===== config.mk =====
export PLATFORM = sky130hd
export DESIGN_NAME = tone_bank
export DESIGN_NICKNAME = d
export VERILOG_FILES = /design/src/rtl/tone_bank_pkg.sv /design/src/rtl/tone_addr_dec.sv /design/src/rtl/tone_voice.sv /design/src/rtl/tone_bank.sv
export SDC_FILE = /design/constraint.sdc
export NUM_CORES = 2
export LEC_CHECK = 0
export BUFFER_PORTS_ARGS = -buffer_cell sky130_fd_sc_hd__buf_2
export CORE_MARGIN = 1.5
export CORE_UTILIZATION = 28
export DETAILED_ROUTE_END_ITERATION = 7
export HOLD_SLACK_MARGIN = 0.1
export SYNTH_ARGS = -nofsm -noshare
export SYNTH_HDL_FRONTEND = slang
export SYNTH_HIERARCHICAL = 1
export SYNTH_SLANG_ARGS = --single-unit

===== constraint.sdc =====
create_clock -name clk_i -period 3.94 [get_ports clk_i]
set_clock_uncertainty 0.2 [all_clocks]
set_input_delay 0.394 -clock clk_i [delete_from_list [all_inputs] [get_ports clk_i]]
set_output_delay 0.394 -clock clk_i [all_outputs]
set_load 0.05 [all_outputs]

===== src/rtl/tone_bank_pkg.sv =====
package tone_bank_pkg;
  localparam int NUM_CH        = 2;
  localparam int GRP_PER_CH    = 3;
  localparam int CNT_PER_GRP   = 3;
  localparam int SLOTS_PER_CH  = GRP_PER_CH * CNT_PER_GRP;
  localparam int VOICES_PER_CH = SLOTS_PER_CH - 1;
  localparam int NUM_VOICES    = NUM_CH * VOICES_PER_CH;
  localparam int NUM_GRP       = NUM_CH * GRP_PER_CH;
  localparam int GRP_W         = $clog2(NUM_GRP);
  localparam int SEL_W         = $clog2(CNT_PER_GRP + 1);

  // last slot of each channel is left unused
  function automatic int voice_slot(input int v);
    return (v / VOICES_PER_CH) * SLOTS_PER_CH + (v % VOICES_PER_CH);
  endfunction

  function automatic int voice_ch(input int v);
    return v / VOICES_PER_CH;
  endfunction
endpackage


===== src/rtl/tone_addr_dec.sv =====
module tone_addr_dec
  import tone_bank_pkg::*;
(
  input  logic                  clk_i,
  input  logic                  rst_ni,
  input  logic                  wr_i,
  input  logic [GRP_W-1:0]      grp_i,
  input  logic [SEL_W-1:0]      sel_i,
  output logic [NUM_VOICES-1:0] wr_o
);
  for (genvar v = 0; v < NUM_VOICES; v++) begin : g_dec
    localparam int SLOT = voice_slot(v);
    localparam int GRP  = SLOT / CNT_PER_GRP;
    localparam int SEL  = SLOT % CNT_PER_GRP;
    assign wr_o[v] = wr_i && (int'(grp_i) == GRP) && (int'(sel_i) == SEL);
  end

  p_onehot_wr_r2: assert property (@(posedge clk_i) disable iff (!rst_ni)
    $onehot0(wr_o));
  p_no_wr_idle_r2: assert property (@(posedge clk_i) disable iff (!rst_ni)
    !wr_i |-> (wr_o == '0));
endmodule


===== src/rtl/tone_voice.sv =====
module tone_voice #(
  parameter int DIV_W = 12
) (
  input  logic             clk_i,
  input  logic             rst_ni,
  input  logic             tick_i,
  input  logic             wr_i,
  input  logic [DIV_W-1:0] div_i,
  input  logic             gate_i,
  output logic             tone_o,
  output logic             gate_o
);
  localparam logic [DIV_W-1:0] ONE = DIV_W'(1);
  localparam logic [DIV_W-1:0] TWO = DIV_W'(2);

  logic [DIV_W-1:0] div_q, pend_q, ph_q;
  logic             pend_v_q, sub_q, gate_q;
  logic             term, start, defer, clr;

  assign term  = (div_q < TWO) || (ph_q == div_q - ONE);
  assign start = wr_i && gate_i && !gate_q;
  assign defer = wr_i && gate_i && gate_q;
  assign clr   = wr_i && !gate_i;

  always_ff @(posedge clk_i or negedge rst_ni) begin
    if (!rst_ni) begin
      div_q    <= '0;
      pend_q   <= '0;
      pend_v_q <= 1'b0;
      ph_q     <= '0;
      sub_q    <= 1'b0;
      gate_q   <= 1'b0;
    end else if (start) begin
      div_q    <= div_i;
      ph_q     <= '0;
      sub_q    <= 1'b1;
      gate_q   <= 1'b1;
      pend_v_q <= 1'b0;
    end else begin
      if (clr) gate_q <= 1'b0;
      if (tick_i) begin
        if (term) begin
          ph_q  <= '0;
          sub_q <= ~sub_q;
          if (defer)                 div_q <= div_i;
          else if (pend_v_q && !clr) div_q <= pend_q;
        end else begin
          ph_q <= ph_q + ONE;
        end
      end
      if (defer) begin
        pend_q   <= div_i;
        pend_v_q <= !(tick_i && term);
      end else if (clr || (tick_i && term)) begin
        pend_v_q <= 1'b0;
      end
    end
  end

  // fundamental high for the first half period, gated by the halved output
  assign tone_o = gate_q && (div_q >= TWO) && sub_q && (ph_q < (div_q >> 1));
  assign gate_o = gate_q;

  p_ph_range_r4: assert property (@(posedge clk_i) disable iff (!rst_ni)
    (div_q >= TWO) |-> (ph_q < div_q));
  p_hold_no_tick_r8: assert property (@(posedge clk_i) disable iff (!rst_ni)
    (!tick_i && !wr_i) |=> ($stable(ph_q) && $stable(sub_q) && $stable(tone_o)));
  p_start_high_r3: assert property (@(posedge clk_i) disable iff (!rst_ni)
    (start && (div_i >= TWO)) |=> (tone_o && gate_o));
  p_clear_low_r6: assert property (@(posedge clk_i) disable iff (!rst_ni)
    clr |=> (!tone_o && !gate_o));
  p_small_div_low_r7: assert property (@(posedge clk_i) disable iff (!rst_ni)
    (start && (div_i < TWO)) |=> !tone_o);
endmodule


===== src/rtl/tone_bank.sv =====
module tone_bank
  import tone_bank_pkg::*;
#(
  parameter int DIV_W = 12
) (
  input  logic                  clk_i,
  input  logic                  rst_ni,
  input  logic                  tick_a_i,
  input  logic                  tick_b_i,
  input  logic                  wr_i,
  input  logic [GRP_W-1:0]      grp_i,
  input  logic [SEL_W-1:0]      sel_i,
  input  logic [DIV_W-1:0]      div_i,
  input  logic                  gate_i,
  output logic [NUM_VOICES-1:0] tone_o,
  output logic [NUM_VOICES-1:0] gate_o
);
  logic [NUM_VOICES-1:0] wr_v;
  logic [NUM_CH-1:0]     tick;

  assign tick = {tick_b_i, tick_a_i};

  tone_addr_dec u_dec (
    .clk_i  (clk_i),
    .rst_ni (rst_ni),
    .wr_i   (wr_i),
    .grp_i  (grp_i),
    .sel_i  (sel_i),
    .wr_o   (wr_v)
  );

  for (genvar v = 0; v < NUM_VOICES; v++) begin : g_voice
    tone_voice #(.DIV_W(DIV_W)) u_voice (
      .clk_i  (clk_i),
      .rst_ni (rst_ni),
      .tick_i (tick[voice_ch(v)]),
      .wr_i   (wr_v[v]),
      .div_i  (div_i),
      .gate_i (gate_i),
      .tone_o (tone_o[v]),
      .gate_o (gate_o[v])
    );
  end
endmodule


==> summary.md <==
| Metric | Value |
|---|---|
| Most common cell after layout, fill and taps aside | `dfrtp_1` |
| Final number of hold-violating endpoints | `0` |
| DR iter-0 viols | `roughly 2000` |
| Nets@finish | `approximately 4200` |
| ANT nets after route | `0` |
| Synth Warn # | `6` |
| Worst slew pin tran | `roughly 1100 ps` |
| Number of CTS-inserted buffers | `between 70 and 80` |
| Design area | `approximately 0.045 mm²` |
| Peak supply drop | `371 µV` |
| Pleak | `20.0 nW` |
| Global placer's final weighted congestion | `approximately 0.86` |
| Ports | `55` |
| RR Startpoint | `g_voice[12].u_voice/div_q[0]` |
| Fin. max-slew vios | `0` |
| Largest stage delay, worst path | `510 ps` |
| Initial core utilization | `0.282` |
| Proportion of layout cells with a drive suffix above 1 | `0.160` |
| Yosys top cell area share | `0.392` |
| CP Cell Sequence | `inv_1 > ha_1 > a21o_1 > a21o_1 > a21o_1 > a21o_1 > a21oi_1 > o31a_1 > buf_2` |
| Final worst path period need | `about 3800 ps` |
| Detailed Route WL | `between 100 and 150 mm` |
| Setup crit start | `g_voice[8].u_voice/div_q[2]` |
| Area leader, netlist | `dfrtp_1` |
| Slowest cell on crit path | `dfrtp_1` |
| CP Launch Type | `register` |
| GRT Resource Usage Total | `0.139` |
| Total number of vias | `about 31000` |
| Area Overhead vs Synth | `12.0%` |
| Clock Pin Slew Worst Setup and Hold Paths | `approximately 60 ps` |
| Period Utilization, post-route | `0.957` |
| Power per cell area | `approximately 710 mW/mm²` |
| Max Clock Freq | `about 270 MHz` |
| CP most frequent cell | `a21o_1` |
| Synth Flop Type | `dfrtp_1` |
| CP bufs+invs | `2` |
| Die height | `between 300 and 400 µm` |
| Largest net degree at the start of global routing | `between 90 and 100` |
| Synth top area cells | `dfrtp_1, ha_1, a2bb2oi_2` |
| Synth Instances | `roughly 3900` |
| Hold Path Class | `input port to asynchronous set/reset pin` |
| Synthesis-stage register bit count | `about 620` |
| Syn_nets | `4130` |
| Critical path depth | `9` |
| Port Buffers | `54` |
| CP top delay family | `compound AO/OA/AOI/OAI gates` |
| Crit end category | `output port` |
| Rows | `138` |
| Synthesized cell area | `between 0.03 and 0.04 mm²` |
| First-pass GRT wire length | `between 150 and 200 mm` |
| Setup TNS | `0 ps` |
| Die area | `between 0.1 and 0.15 mm²` |
| H-Tree Depth | `3` |
| CTS max path bufs | `3` |
| Grt total ovfl | `0` |
| Die X | `~380 µm` |
| Crit path max fanout | `6` |
| Via-to-Cell Ratio | `roughly 5.2` |
| CTS sink count | `between 600 and 700` |
| Syn Area/Cell | `roughly 10 µm²` |
| RSZ-0062 raised after global routing | `false` |
| DR DRC count | `0` |
| Dpl hpwl | `~70 mm` |
| Unique masters post-synth | `68` |
| DP Area | `approximately 0.042 mm²` |
| Fin Hold WS | `169 ps` |
| Kind of critical path | `register to output port` |
| Final setup fails | `0` |
| Post-synth EDFFs | `0` |
| Root buffer cell | `clkbuf_16` |
| Outcome | `completed` |
| Sequential element share of the synthesized area | `0.392` |
| Latest clock arrival within the worst-skew pair | `640 ps` |
| Core area | `about 0.14 mm²` |
| Crit path DAT | `about 3200 ps` |
| Req. time, crit path | `approximately 3400 ps` |
| Max-cap violation count | `0` |
| Most frequent cells in the layout | `dfrtp_1, nor2_1, inv_1, nand2_1, ha_1` |
| CTS tree | `built` |
| Wire length per cell | `between 15 and 20 µm` |
| Relative max-transition margin | `0.250` |
| Synth async-reset ratio | `1.00` |
| Vias in the first global route | `29900` |
| Register-to-Register Path Depth | `9` |
| DR pass1 iterations | `5` |
| Initial antenna violation count | `3` |
## state kept, by name (all words and copies together) (netlist names)
register	cells
g_voice.u_voice/pend_q	192
g_voice.u_voice/sub_q	16
g_voice.u_voice/pend_v_q	16
g_voice.u_voice/gate_o	16
g_voice.u_voice/div_q	192
g_voice.u_voice/ph_q	192
## final timing paths
kind                                                      to  slack (ps)
worst max-delay path                               tone_o[8]         170
worst min-delay path             g_voice[12].u_voice/ph_q[8]         170
worst max register to register  g_voice[12].u_voice/ph_q[10]         340
worst min register to register  g_voice[2].u_voice/pend_q[9]         310
max in group asynchronous         g_voice[7].u_voice/ph_q[0]        2130
min in group clk_i                g_voice[12].u_voice/gate_o         180
## where the power goes
part | internal, W | switching, W | total, W | leakage (nW)
clock network | 0.00429 | 0.00281 | 0.00710 | 1.20
logic | 0.00672 | 0.00708 | 0.0138 | 10.6
registers | 0.00804 | 0.00292 | 0.0110 | 8.20
total | 0.0191 | 0.0128 | 0.0319 | 20.0
## metrics by stage
stage	cells	worst slack [ps]	total power, W	utilization
detailed placement	5757	385	0.0247	0.298
global route	5887	33.5	0.0342	0.316
CTS	5887	67.1	0.0321	0.316
global placement	5757	399	0.0245	0.298
finish	5889	171	0.0319	0.316
floorplan	3899	956	0.0216	-
## cells by family after synthesis
group           share of synthesized area
compound gates                      0.189
xor+xnor                           0.0789
fa+ha+maj                          0.0653
buf+inv                            0.0504
flops                               0.392
mux                                0.0545
simple gates                        0.169
## per-layer routing
metal,global-route usage,part of all wire
met1,0.199,0.49
met2,0.215,0.44
met3,0.0251,0.048
met4,0.0370,0.023
met5,0,0.00034
## what timing repair did
action | CTS | global route
hold buffers | 5 | 0
resized for setup | 0 | 0
buffers inserted | 0 | 0
endpoints found under the hold margin | 86 | 0
## area by class of cell
class,instances,area [µm²]
tap,1890,2360
clock buffer,92,1980
multi-input combinational,2869,22300
antenna,2,5.00
timing repair buffer,125,951
inverter,254,953
clock inverter,33,505
sequential,624,15600
fill,14400,96800
## synthesized netlist by cell type, drive strengths merged, types with 16 or more instances
library cell  count
nor3             85
dfrtp           624
nor4             53
a2bb2oi         191
ha              208
a221oi           30
a31oi            33
mux2            192
nor4b            16
nand4b           32
o21ai            81
a21oi            85
nand4           125
nand3           144
nand3b           17
nand2           252
xor2            146
or3              32
nand2b           39
or3b             16
o31a             31
nor2            295
buf              94
o22ai           193
a21o             80
inv             254
clkbuf           58
and3             80
xnor2           174
a22oi            17
nor3b            45
## worst reg2reg max path: cells and delay by family (launching register included)
family                     cells  cell delay (ps)
AOI/OAI and AO/OA              4             1950
xor gates and xnor gates       1              100
adders and majority gates      1              210
buffers and inverters          1              120
DFF                            1              450
and+or+nand+nor                2              420
Note: power is estimated with default switching activity, not from simulation.
